$ cat config.mk
export PLATFORM = sky130hd
export DESIGN_NAME = i2c_addr_sender
export DESIGN_NICKNAME = d
export VERILOG_FILES = /design/src/rtl/i2c_addr_sender_pkg.sv /design/src/rtl/i2c_half_tick.sv /design/src/rtl/i2c_addr_fsm.sv /design/src/rtl/i2c_addr_sender.sv
export SDC_FILE = /design/constraint.sdc
export NUM_CORES = 1
export LEC_CHECK = 0
export BUFFER_PORTS_ARGS = -buffer_cell sky130_fd_sc_hd__buf_2
export CORE_MARGIN = 3
export CORE_UTILIZATION = 56
export DETAILED_ROUTE_END_ITERATION = 16
export GPL_TIMING_DRIVEN = 0
export HOLD_SLACK_MARGIN = 0.05
export PLACE_DENSITY = 0.79
export SYNTH_ARGS = -nofsm -noshare
export SYNTH_HDL_FRONTEND = slang
export SYNTH_HIERARCHICAL = 1
export SYNTH_SLANG_ARGS = --single-unit
export TNS_END_PERCENT = 20
$ cat constraint.sdc
create_clock -name clk -period 2.4 [get_ports clk]
set_input_delay 0 -clock clk [delete_from_list [all_inputs] [get_ports clk]]
set_output_delay 0 -clock clk [all_outputs]
set_load 0.03 [all_outputs]
$ cat src/rtl/i2c_addr_sender_pkg.sv
package i2c_addr_sender_pkg;
  typedef enum logic [1:0] {
    PH_IDLE  = 2'd0,
    PH_START = 2'd1,
    PH_LOW   = 2'd2,
    PH_HIGH  = 2'd3
  } phase_t;
endpackage

$ cat src/rtl/i2c_half_tick.sv
module i2c_half_tick #(
  parameter int DIV_W = 7
) (
  input  logic             clk,
  input  logic             rst_n,
  input  logic             load,
  input  logic [DIV_W-1:0] div,
  input  logic             run,
  output logic             tick
);
  logic [DIV_W-1:0] lim_q, lim_d;
  logic [DIV_W-1:0] cnt_q, cnt_d;
  logic             lim_en;

  // a divider of 0 is raised to 1 so that each half period lasts at least two cycles
  assign lim_en = load;
  assign lim_d  = (div == '0) ? DIV_W'(1) : div;
  assign tick   = run && (cnt_q == lim_q);

  always_comb begin
    if (!run || tick) cnt_d = '0;
    else              cnt_d = cnt_q + DIV_W'(1);
  end

  always_ff @(posedge clk or negedge rst_n) begin
    if (!rst_n) begin
      lim_q <= DIV_W'(1);
      cnt_q <= '0;
    end else begin
      if (lim_en) lim_q <= lim_d;
      cnt_q <= cnt_d;
    end
  end


  tick_gap_chk: assert property (@(posedge clk) disable iff (!rst_n)
    tick |=> !tick);
endmodule

$ cat src/rtl/i2c_addr_fsm.sv
module i2c_addr_fsm
  import i2c_addr_sender_pkg::*;
#(
  parameter int FRAME_W = 8
) (
  input  logic               clk,
  input  logic               rst_n,
  input  logic               start_i,
  input  logic [FRAME_W-1:0] frame_i,
  input  logic               tick,
  input  logic               sda_s,
  input  logic               ack_err_clr_i,
  output logic               load,
  output logic               run,
  output logic               scl_oe,
  output logic               sda_oe,
  output logic               done,
  output logic               ack_err
);
  localparam int CNT_W = $clog2(FRAME_W + 1);
  localparam logic [CNT_W-1:0] ACK_SLOT = CNT_W'(FRAME_W);

  phase_t             st_q, st_d;
  logic [FRAME_W-1:0] sh_q, sh_d;
  logic [CNT_W-1:0]   bit_q, bit_d;
  logic               scl_q, scl_d, sda_q, sda_d;
  logic               done_q, done_d, err_q, err_d, nack_set;

  assign load = (st_q == PH_IDLE) && start_i;

  always_comb begin
    st_d     = st_q;
    sh_d     = sh_q;
    bit_d    = bit_q;
    done_d   = 1'b0;
    nack_set = 1'b0;
    case (st_q)
      PH_IDLE: if (start_i) begin
        st_d  = PH_START;
        sh_d  = frame_i;
        bit_d = '0;
      end
      PH_START: if (tick) st_d = PH_LOW;
      PH_LOW:   if (tick) st_d = PH_HIGH;
      PH_HIGH: if (tick) begin
        if (bit_q == ACK_SLOT) begin
          st_d     = PH_IDLE;
          done_d   = 1'b1;
          nack_set = sda_s;
        end else begin
          st_d  = PH_LOW;
          bit_d = bit_q + CNT_W'(1);
          sh_d  = {sh_q[FRAME_W-2:0], 1'b0};
        end
      end
      default: st_d = PH_IDLE;
    endcase

    scl_d = (st_d == PH_LOW);
    // SDA moves only in the start entry or while SCL is already held low
    if (load)                 sda_d = 1'b1;
    else if (st_q == PH_LOW)  sda_d = (bit_q == ACK_SLOT) ? 1'b0 : !sh_q[FRAME_W-1];
    else                      sda_d = sda_q;

    if (nack_set)           err_d = 1'b1;
    else if (ack_err_clr_i) err_d = 1'b0;
    else                    err_d = err_q;
  end

  always_ff @(posedge clk or negedge rst_n) begin
    if (!rst_n) begin
      st_q   <= PH_IDLE;
      sh_q   <= '0;
      bit_q  <= '0;
      scl_q  <= 1'b0;
      sda_q  <= 1'b0;
      done_q <= 1'b0;
      err_q  <= 1'b0;
    end else begin
      st_q   <= st_d;
      sh_q   <= sh_d;
      bit_q  <= bit_d;
      scl_q  <= scl_d;
      sda_q  <= sda_d;
      done_q <= done_d;
      err_q  <= err_d;
    end
  end

  assign run     = (st_q != PH_IDLE);
  assign scl_oe  = scl_q;
  assign sda_oe  = sda_q;
  assign done    = done_q;
  assign ack_err = err_q;


  sda_in_low_chk: assert property (@(posedge clk) disable iff (!rst_n)
    (!scl_q && !$past(scl_q) && (sda_q != $past(sda_q))) |-> (st_q == PH_START));

  no_restart_chk: assert property (@(posedge clk) disable iff (!rst_n)
    ((st_q == PH_LOW) || (st_q == PH_HIGH)) |=> (st_q != PH_START));

  done_pulse_chk: assert property (@(posedge clk) disable iff (!rst_n)
    done_q |=> !done_q);

  err_sticky_chk: assert property (@(posedge clk) disable iff (!rst_n)
    (err_q && !ack_err_clr_i) |=> err_q);

  err_clear_chk: assert property (@(posedge clk) disable iff (!rst_n)
    (ack_err_clr_i && !nack_set) |=> !err_q);

  busy_end_chk: assert property (@(posedge clk) disable iff (!rst_n)
    (run && $past(run) == 1'b0) |-> (st_q == PH_START));
endmodule

$ cat src/rtl/i2c_addr_sender.sv
module i2c_addr_sender #(
  parameter int FRAME_W = 8,
  parameter int DIV_W   = 7
) (
  input  logic               clk,
  input  logic               rst_n,
  input  logic               start_i,
  input  logic [FRAME_W-1:0] frame_i,
  input  logic [DIV_W-1:0]   div_i,
  input  logic               ack_err_clr_i,
  input  logic               sda_i,
  output logic               scl_oe_o,
  output logic               sda_oe_o,
  output logic               busy_o,
  output logic               done_irq_o,
  output logic               ack_err_o
);
  logic sda_m, sda_s;
  logic load, run, tick;

  always_ff @(posedge clk or negedge rst_n) begin
    if (!rst_n) begin
      sda_m <= 1'b1;
      sda_s <= 1'b1;
    end else begin
      sda_m <= sda_i;
      sda_s <= sda_m;
    end
  end

  i2c_half_tick #(.DIV_W(DIV_W)) u_tick (
    .clk (clk),
    .rst_n (rst_n),
    .load (load),
    .div (div_i),
    .run (run),
    .tick (tick)
  );

  i2c_addr_fsm #(.FRAME_W(FRAME_W)) u_fsm (
    .clk (clk),
    .rst_n (rst_n),
    .start_i (start_i),
    .frame_i (frame_i),
    .tick (tick),
    .sda_s (sda_s),
    .ack_err_clr_i (ack_err_clr_i),
    .load (load),
    .run (run),
    .scl_oe (scl_oe_o),
    .sda_oe (sda_oe_o),
    .done (done_irq_o),
    .ack_err (ack_err_o)
  );

  assign busy_o = run;
endmodule

==> out/metrics.csv, run 1 <==
stage,metric,value,unit
sta,slew_headroom,0.520,
sta,hold_viol,0,
synthesis,synth_area,1680,µm²
sta,timing.hold.ws,0.246,ns
sta,maxSlewViolCount,0,
power_and_ir_drop,power_frac_seq,0.410,
clock_network,cts.sinks,34,
power_and_ir_drop,combPwrFrac,0.426,
clock_network,numCtsBuffers,5,
power_and_ir_drop,p_per_area,1110,nW/µm²
global_routing,overflow,0,
detailed_routing,wl,3170,µm
cells_and_area,antenna_cells,0,
placement,hpwl,2080,µm
global_routing,grt_pass1_vias,1243,
sta,fin_crit_sh,0.948,
run_status,status,finished clean,
sta,fin_skew,0.0101,ns
cells_and_area,nets,215,
placement,pre_cts_ws,-0.0567,ns
detailed_routing,first_iter_violations,27,
global_routing,antenna_found_initial,0,
synthesis,syn_inst,140,
detailed_routing,ant_nets,0,
global_routing,grt_first_pass_wirelength,5360,µm
synthesis,avgSynthCellArea,12.0,µm²
sta,finalSetupViolations,0,
power_and_ir_drop,netSwitchingFraction,0.363,
placement,port_buffers,24,
global_routing,grtUsageTotal,0.198,
critical_path,critPathCaptureType,register,
synthesis,syn_nets,163,
critical_path,worstSetupPathType,reg -> reg,
power_and_ir_drop,p_int,1.50,mW
die,dieArea,3690,µm²
sta,max_freq,440,MHz
flow_run,maxCapViolations,0,
detailed_routing,vias_per_cell,5.52,
cells_and_area,drive_above_1_share,0.363,
sta,rsz0062_at_grt,no,
power_and_ir_drop,p_sw,0.857,mW
critical_path,critPathLaunchType,register,
clock_network,clk_latency,0.33,ns
min_path,hp-class,in -> async,
power_and_ir_drop,p_leak,1.00,nW
detailed_routing,firstDrtPassIters,4,
power_and_ir_drop,p_clk_frac,0.164,
cells_and_area,fillCellCount,201,
die,ios,25,
critical_path,arrival,2.49,ns
die,rows,19,
cells_and_area,post-route-util,0.760,
clock_network,cts_buffer_depth,2,
power_and_ir_drop,vdd_drop_max,0.783,mV
critical_path,cp_max_fo,8,
die,core-area,2810,µm²
die,die_w,60.8,µm
placement,dpl_cell_area,1840,µm²
synthesis,ys_seq_area_frac,0.509,
synthesis,synth.distinct_cells,38,
die,die_h,60.8,µm
placement,gp_congestion,0.819,
sta,tightest_slew,0.720,ns
sta,layout_setup_ws,0.125,ns
cells_and_area,stdcell_area,2130,µm²
critical_path,cp.required,2.62,ns
die,initial_core_util,0.599,
clock_network,cts-root-buf,clkbuf_4,
detailed_routing,vias,1237,
sta,finalCriticalPeriod,2.27,ns
clock_network,htreeDepth,2,
detailed_routing,wl_per_cell,14.1,µm
detailed_routing,route.detailed.drc,0,
clock_network,clk_pin_slew,0.11,ns
cells_and_area,syn_to_final_growth,26.8,%
synthesis,ys_ff_latch,34,
power_and_ir_drop,power.total,2.36,mW
global_routing,grt_max_degree,35,
clock_network,cts_tree,built,
synthesis,yosysWarningCount,6,
==> cells in the mapped netlist <==
master,number,area share
dfrtp_1,31,0.46
mux2_2,20,0.13
nand3_1,9,0.027
nor2_1,8,0.018
xor2_1,8,0.042
a21oi_1,7,0.021
inv_1,6,0.013
a211oi_1,5,0.022
nand2_1,5,0.011
dfstp_2,3,0.047
ha_1,3,0.022
a21o_1,2,0.0089
a31o_2,2,0.010
and3_1,2,0.0074
buf_2,2,0.0060
buf_6,2,0.013
mux2i_1,2,0.012
o2111ai_1,2,0.010
o31ai_1,2,0.0089
a22o_1,1,0.0052
and2_1,1,0.0037
and3b_1,1,0.0052
buf_4,1,0.0045
clkbuf_1,1,0.0022
nand3b_1,1,0.0045
nand4_1,1,0.0037
nor3_2,1,0.0060
nor4_1,1,0.0037
nor4_4,1,0.013
o211ai_1,1,0.0045
o21ai_0,1,0.0030
o21ai_4,1,0.0097
o2bb2ai_1,1,0.0052
o32a_1,1,0.0060
or2_2,1,0.0037
or3b_1,1,0.0052
xnor2_1,1,0.0052
xor2_2,1,0.0097
==> power groups by stage <==
stage	combinational, mW	clock, mW	sequential, mW
after floorplan	0.736	0	0.958
after global placement	0.871	0	0.967
after global routing	1.11	0.418	0.998
after detailed placement	0.915	0	0.979
final	1.01	0.387	0.968
after CTS	0.985	0.394	0.968
==> final timing paths <==
check	from	to	slack (ns)	cells past startpoint
setup / recovery	u_tick/cnt_q[2]	u_fsm/sh_q[1]	0.13	7
hold / removal	rst_n	u_tick/cnt_q[1]	0.25	2
setup reg to reg	u_tick/cnt_q[2]	u_fsm/sh_q[1]	0.13	7
hold reg to reg	sda_m	sda_s	0.36	0
max in group asynchronous	rst_n	u_fsm/sh_q[2]	1.69	2
min in group clk	sda_i	sda_m	0.31	2
==> worst max-delay path, cell delays in order (launching register included) <==
cell,delay (ns)
dfrtp_1,0.37
buf_4,0.16
xor2_1,0.16
nor4_4,0.30
and3_2,0.29
nand3_1,0.19
o21ai_4,0.32
mux2_2,0.38
==> per-layer routing <==
metal	GRT usage	routed length, µm	up-vias
li1	-	-	610
met1	0.228	1410	594
met2	0.351	1580	26
met3	0.0383	115	7
met4	0.0960	59	0
met5	0	0	-
==> logic make-up after synthesis <==
logic type | count (synthesis) | synth area share
mux | 22 | 0.146
xor+xnor | 10 | 0.0566
compound gates | 26 | 0.115
fa+ha+maj | 3 | 0.0223
buf+inv | 12 | 0.0395
simple gates | 33 | 0.112
flops | 34 | 0.509
==> through the flow <==
step / instances / TNS [ns]
6_report: 224 / 0
5_1_grt: 224 / 0
4_1_cts: 223 / 0
3_5_place_dp: 195 / -0.331
3_3_place_gp: 195 / -0.0932
2_1_floorplan: 140 / 0
==> state kept, by name, summed over array words and instances, names as in the netlist, 2 cells and up <==
signal and cells:
u_fsm/bit_q 4, u_tick/lim_q 7, u_tick/cnt_q 7, u_fsm/sh_q 8, u_fsm/st_q 2
==> cells in the final DEF, fill, tap and decap left out, drive strengths merged <==
master       count
dfrtp           31
buf             31
mux2            20
dlygate4sd3     19
nand3            9
xor2             9
clkbuf           9
nor2             8
a21oi            7
inv              6
a211oi           5
nand2            5
dfstp            3
ha               3
o31ai            2
mux2i            2
a21o             2
a31o             2
o2111ai          2
o21ai            2
and3             2
nor4             2
nand3b           1
and2             1
or2              1
or3b             1
o211ai           1
and3b            1
o2bb2ai          1
o32a             1
nand4            1
a22o             1
nor3             1
xnor2            1
==> cell type report <==
class,count,area [µm²],share of cell area
tap,31,38.8,0.0182
timing repair buffer,45,325,0.153
inverter,6,22.5,0.0106
sequential,34,855,0.401
clock buffer,8,78.8,0.0370
buffer,6,43.8,0.0206
multi-input combinational,94,767,0.360
==> what timing repair did <==
action,4_1_cts,5_1_grt
setup endpoints to repair,7,7
hold endpoints to repair,49,0
pin swaps,1,2
gates resized for setup,1,1
buffers inserted,1,1
hold buffers,19,0
Power figures use the tool's default switching activity.
==> run 2: changes to the inputs <==
--- a/config.mk
+++ b/config.mk
@@ -12,6 +12,7 @@
 export GPL_TIMING_DRIVEN = 0
 export HOLD_SLACK_MARGIN = 0.05
 export PLACE_DENSITY = 0.79
+export RECOVER_POWER = 100
 export SYNTH_ARGS = -nofsm -noshare
 export SYNTH_HDL_FRONTEND = slang
 export SYNTH_HIERARCHICAL = 1
==> run 2 against run 1 <==
Against the previous run: the run now ends with capacitance limit, slew limit left; clock power hardly changed; combinational power about the same; final cell count did not move; first-iteration DRC count rose by 11%; fmax rose by 0.33%; clock skew about the same; power shrank 0.39%; worst setup slack gained 0.0075 ns; critical path depth stayed put; largest power group unchanged.
==> out/metrics.csv, run 2 (synthesis gave the netlist of run 1 again) <==
stage,metric,value,unit
detailed_routing,ant_nets,0,
cells_and_area,final_cell_mix,"31 x dfrtp_1, 20 x mux2_2, 19 x dlygate4sd3_1",
flow_run,maxCapViolations,1,
power_and_ir_drop,vdd_drop_max,0.776,mV
detailed_routing,firstDrtPassIters,4,
detailed_routing,vias,1247,
placement,hpwl,2080,µm
critical_path,critPathCaptureType,register,
critical_path,cp_top_family,simple AND/OR/NAND/NOR gates,
global_routing,grt_max_degree,35,
global_routing,grt_first_pass_wirelength,5360,µm
sta,fin_crit_sh,0.945,
cells_and_area,layout_commonest_cell,dfrtp_1,
cells_and_area,drive_above_1_share,0.316,
power_and_ir_drop,p_leak,0.977,nW
cells_and_area,largest_register,u_fsm/sh_q,
sta,fin_skew,0.00970,ns
global_routing,overflow,0,
detailed_routing,first_iter_violations,30,
clock_network,cts-root-buf,clkbuf_4,
sta,timing.hold.ws,0.309,ns
sta,finalSetupViolations,0,
clock_network,cts.sinks,34,
run_status,status,"finished, violations left",
cells_and_area,largest_register_ffs,8,
cells_and_area,nets,215,
sta,tightest_slew,1.72,ns
die,die_w,60.8,µm
detailed_routing,vias_per_cell,5.57,
die,die_h,60.8,µm
die,core-area,2810,µm²
detailed_routing,wl,3170,µm
sta,hold_viol,0,
placement,dp.cells,195,
detailed_routing,route.detailed.drc,0,
die,rows,19,
placement,port_buffers,24,
global_routing,antenna_found_initial,0,
critical_path,arrival,2.49,ns
clock_network,cts_tree,built,
critical_path,critPathLaunchType,register,
clock_network,htreeDepth,2,
cells_and_area,largestRegisters,"u_fsm/sh_q x8, u_tick/cnt_q x7, u_tick/lim_q x7",
critical_path,max_stage_delay,0.38,ns
sta,maxSlewViolCount,35,
clock_network,cts_buffer_depth,2,
run_status,violations,"capacitance limit, slew limit",
global_routing,grt_pass1_vias,1243,
sta,slew_headroom,-0.145,
sta,rsz0062_at_grt,no,
detailed_routing,wl_per_cell,14.1,µm
cells_and_area,syn_to_final_growth,26.0,%
critical_path,cp.required,2.62,ns
critical_path,cp_max_fo,8,
critical_path,path_cells,buf_4 > xor2_1 > nor4_4 > and3_2 > nand3_1 > o21ai_4 > mux2_2,
critical_path,cp_slowest_cell,mux2_2,
global_routing,grtUsageTotal,0.198,
clock_network,clk_pin_slew,0.10,ns
critical_path,r2r_setup_slack,0.13,ns
power_and_ir_drop,p_per_area,1110,nW/µm²
cells_and_area,antenna_cells,0,
clock_network,clk_latency,0.34,ns
cells_and_area,post-route-util,0.755,
sta,max_freq,441,MHz
min_path,hp-class,in -> reg,
cells_and_area,stdcell_count,224,
critical_path,worstSetupPathType,reg -> reg,
die,ios,25,
die,initial_core_util,0.599,
sta,finalCriticalPeriod,2.27,ns
critical_path,path_buf_inv,1,
clock_network,numCtsBuffers,5,
die,dieArea,3690,µm²
placement,gp_congestion,0.819,
run 2: changes by cell type in the layout (fill, tap and decap cells not counted):
cell      previous run  this run
clkbuf_1             1        10
buf_2               26        18
buf_4                3         2
run 2: cell type report:
cell class / instances / area (µm²)
Sequential cell: 34 / 855
Inverter: 6 / 22.5
Clock buffer: 8 / 78.8
Multi-Input combinational cell: 94 / 767
Buffer: 6 / 41.3
Fill cell: 209 / 688
Timing Repair Buffer: 45 / 314
Tap cell: 31 / 38.8
run 2: stage by stage:
step                TNS, ns  area [µm²]  power, mW  setup slack, ns
finish                    0        2120       2.35            0.133
global route              0        2120       2.51           0.0137
CTS                       0        2120       2.35           0.0191
detailed placement   -0.331        1840       1.89          -0.0567
global placement    -0.0932        1840       1.84          -0.0155
floorplan                 0        1680       1.69            0.209
run 2: where the power goes:
| group | total [mW] | internal [mW] | leakage (nW) | switching, mW |
|---|---|---|---|---|
| logic | 0.994 | 0.487 | 0.517 | 0.506 |
| clock network | 0.388 | 0.200 | 0.0446 | 0.188 |
| registers | 0.970 | 0.803 | 0.415 | 0.166 |
run 2: repair_timing:
action,CTS,global route
hold endpoints to repair,49,0
resized for setup,1,1
hold buffers,19,0
pin swaps,1,2
endpoints found under the setup margin,7,7
cloned,0,0
setup buffers,1,1
run 2: final timing paths:
kind                                   to  cells after the start             from
setup / recovery            u_fsm/sh_q[1]                      7  u_tick/cnt_q[2]
hold / removal                      sda_m                      2            sda_i
setup reg to reg            u_fsm/sh_q[1]                      7  u_tick/cnt_q[2]
hold reg to reg                     sda_s                      0            sda_m
max in group asynchronous   u_fsm/sh_q[2]                      2            rst_n
min in group asynchronous  u_fsm/bit_q[0]                      2            rst_n
run 2: routing by layer:
layer / global-route usage / vias to the layer above / share of wire
met2: 0.351 / 32 / 0.50
li1: - / 610 / -
met4: 0.0960 / 0 / 0.019
met1: 0.228 / 598 / 0.44
met3: 0.0383 / 7 / 0.039
met5: 0 / - / 0
==> run 3: changes to the inputs <==
--- a/config.mk
+++ b/config.mk
@@ -5,7 +5,7 @@
 export SDC_FILE = /design/constraint.sdc
 export NUM_CORES = 1
 export LEC_CHECK = 0
-export BUFFER_PORTS_ARGS = -buffer_cell sky130_fd_sc_hd__buf_2
+export BUFFER_PORTS_ARGS = -buffer_cell sky130_fd_sc_hd__buf_4
 export CORE_MARGIN = 3
 export CORE_UTILIZATION = 56
 export DETAILED_ROUTE_END_ITERATION = 16
==> run 3 against run 2 <==
Against the previous run: the flow still finishes with violations (capacitance limit, slew limit); sequential cell count is the same; register-to-register slack gained 0.03 ns; non-clock buffer count grew 1; final area grew 1.8%; critical path depth is the same; worst setup slack gained 0.026 ns; power grew 0.23%; clock-buffer cell count shrank 1; critical endpoint is now u_fsm/sh_q[6]; highest routed layer unchanged.
==> out/metrics.csv, run 3 (synthesis gave the netlist of run 1 again) <==
stage,metric,value,unit
clock_network,clk_latency,0.33,ns
global_routing,grt_first_pass_wirelength,5990,µm
sta,finalSetupViolations,0,
min_path,hp-start,sda_i,
global_routing,antenna_found_initial,0,
sta,rsz0062_at_grt,no,
cells_and_area,largest_register_ffs,8,
sta,maxSlewViolCount,35,
placement,hpwl,2230,µm
detailed_routing,ant_nets,0,
die,initial_core_util,0.599,
power_and_ir_drop,vdd_drop_max,0.731,mV
die,die_h,60.8,µm
cells_and_area,fillCellCount,204,
min_path,whs_path_depth,2,
clock_network,clk_pin_slew,0.10,ns
flow_run,maxCapViolations,1,
detailed_routing,wl_met3,147,µm
die,die_w,60.8,µm
detailed_routing,top_layer,met4,
cells_and_area,nets,216,
global_routing,overflow,0,
critical_path,path_cells,buf_4 > xor2_1 > nor4_4 > and3_2 > nand3_1 > o21ai_4 > mux2_2,
power_and_ir_drop,power_frac_seq,0.417,
detailed_routing,vias_per_cell,5.73,
sta,finalCriticalPeriod,2.24,ns
cells_and_area,largest_register,u_fsm/sh_q,
power_and_ir_drop,p_clk_frac,0.139,
sta,fin_skew,0.00750,ns
min_path,hp-class,in -> reg,
power_and_ir_drop,p_sw,0.898,mW
critical_path,cp_max_fo,8,
critical_path,rr_worst_depth,7,
placement,gp_congestion,0.819,
run_status,status,"finished, violations left",
die,dieArea,3690,µm²
critical_path,max_stage_delay,0.38,ns
detailed_routing,route.detailed.drc,0,
global_routing,grtUsageTotal,0.225,
cells_and_area,largestRegisters,"u_fsm/sh_q x8, u_tick/cnt_q x7, u_tick/lim_q x7",
clock_network,cts-root-buf,clkbuf_4,
sta,hold_viol,0,
power_and_ir_drop,p_int,1.46,mW
die,rows,19,
cells_and_area,syn_to_final_growth,28.2,%
die,core-area,2810,µm²
critical_path,r2r-end,u_fsm/sh_q[6],
power_and_ir_drop,combPwrFrac,0.444,
detailed_routing,wl,3580,µm
power_and_ir_drop,p_leak,0.990,nW
critical_path,critPathCaptureType,register,
power_and_ir_drop,p_per_area,1090,nW/µm²
detailed_routing,firstDrtPassIters,4,
detailed_routing,wl_met2,1860,µm
cells_and_area,post-route-util,0.768,
clock_network,numCtsBuffers,5,
critical_path,arrival,2.46,ns
global_routing,grt_max_degree,35,
sta,fin_crit_sh,0.934,
run_status,violations,"capacitance limit, slew limit",
cells_and_area,final_cell_mix,"31 x dfrtp_1, 21 x buf_4, 20 x mux2_2",
clock_network,htreeDepth,2,
critical_path,r2r_setup_slack,0.16,ns
cells_and_area,layout_commonest_cell,dfrtp_1,
clock_network,cts_tree,built,
detailed_routing,wl_per_cell,15.9,µm
sta,tightest_slew,1.77,ns
placement,dpl_cell_area,1900,µm²
die,ios,25,
clock_network,cts_buffer_depth,2,
placement,port_buffers,24,
critical_path,worstSetupPathType,reg -> reg,
cells_and_area,drive_above_1_share,0.320,
global_routing,grt_pass1_vias,1344,
detailed_routing,wirelength_met1,1480,µm
power_and_ir_drop,netSwitchingFraction,0.381,
sta,max_freq,446,MHz
cells_and_area,stdcell_area,2150,µm²
cells_and_area,antenna_cells,0,
critical_path,cp.required,2.62,ns
min_path,min_to,sda_m,
critical_path,critPathLaunchType,register,
detailed_routing,vias,1289,
detailed_routing,first_iter_violations,49,
critical_path,cp_slowest_cell,mux2_2,
critical_path,reg2reg_from,u_tick/cnt_q[2],
sta,slew_headroom,-0.181,
clock_network,cts.sinks,34,
==> run 3: metal layers <==
metal	up-vias	track usage
li1	611	-
met1	630	0.264
met2	37	0.397
met3	11	0.0511
met4	0	0.0898
met5	-	0
==> run 3: how the worst max path moves through the flow <==
stage                    startpoint            end  cells past startpoint
floorplan           u_tick/lim_q[6]  u_fsm/sh_q[1]                      6
global placement    u_tick/cnt_q[4]  u_fsm/sh_q[4]                      6
detailed placement  u_tick/cnt_q[4]  u_fsm/sh_q[6]                      6
CTS                 u_tick/cnt_q[0]  u_fsm/sh_q[6]                      6
global route        u_tick/cnt_q[2]  u_fsm/sh_q[6]                      7
finish              u_tick/cnt_q[2]  u_fsm/sh_q[6]                      7
==> run 3: repair_timing <==
action,in CTS,in global routing
setup buffers,1,2
endpoints found under the hold margin,53,0
gates resized for setup,1,1
endpoints found under the setup margin,7,7
hold buffers,19,0
pin swaps,1,2
==> run 3: power groups by stage <==
stage | logic (mW) | clock network [mW] | registers [mW]
2_1_floorplan | 0.736 | 0 | 0.958
3_3_place_gp | 0.889 | 0 | 0.967
3_5_place_dp | 0.942 | 0 | 0.984
4_1_cts | 1.01 | 0.333 | 0.974
5_1_grt | 1.16 | 0.363 | 1.01
6_report | 1.05 | 0.327 | 0.983
==> run 3: final cells by class <==
class                   count  area, µm²  area share
plain buffers               6       41.3      0.0192
clock buffers               7       55.1      0.0256
clock inverters             1       5.00     0.00232
inverters                   6       22.5      0.0105
multi-input cells          94        767       0.356
flip-flops and latches     34        855       0.397
well taps                  31       38.8      0.0180
repair buffers             46        370       0.172
==> run 3: critical path: cells and delay by family (launching register included) <==
family | cells | cell delay, ns
buf+inv | 1 | 0.16
compound gates | 1 | 0.30
mux | 1 | 0.38
xor+xnor | 1 | 0.17
simple gates | 3 | 0.74
flops | 1 | 0.37
==> run 3: metrics by stage <==
| step | instances | hold slack [ns] | power (mW) | setup WS (ns) | TNS, ns |
|---|---|---|---|---|---|
| 5_1_grt | 225 | 0.337 | 2.53 | 0.0270 | 0 |
| 2_1_floorplan | 140 | -0.296 | 1.69 | 0.209 | 0 |
| 6_report | 225 | 0.336 | 2.36 | 0.158 | 0 |
| 4_1_cts | 223 | 0.147 | 2.31 | 0.0460 | 0 |
| 3_5_place_dp | 195 | -0.0348 | 1.93 | -0.0450 | -0.265 |
| 3_3_place_gp | 195 | -0.0388 | 1.86 | -0.0243 | -0.156 |
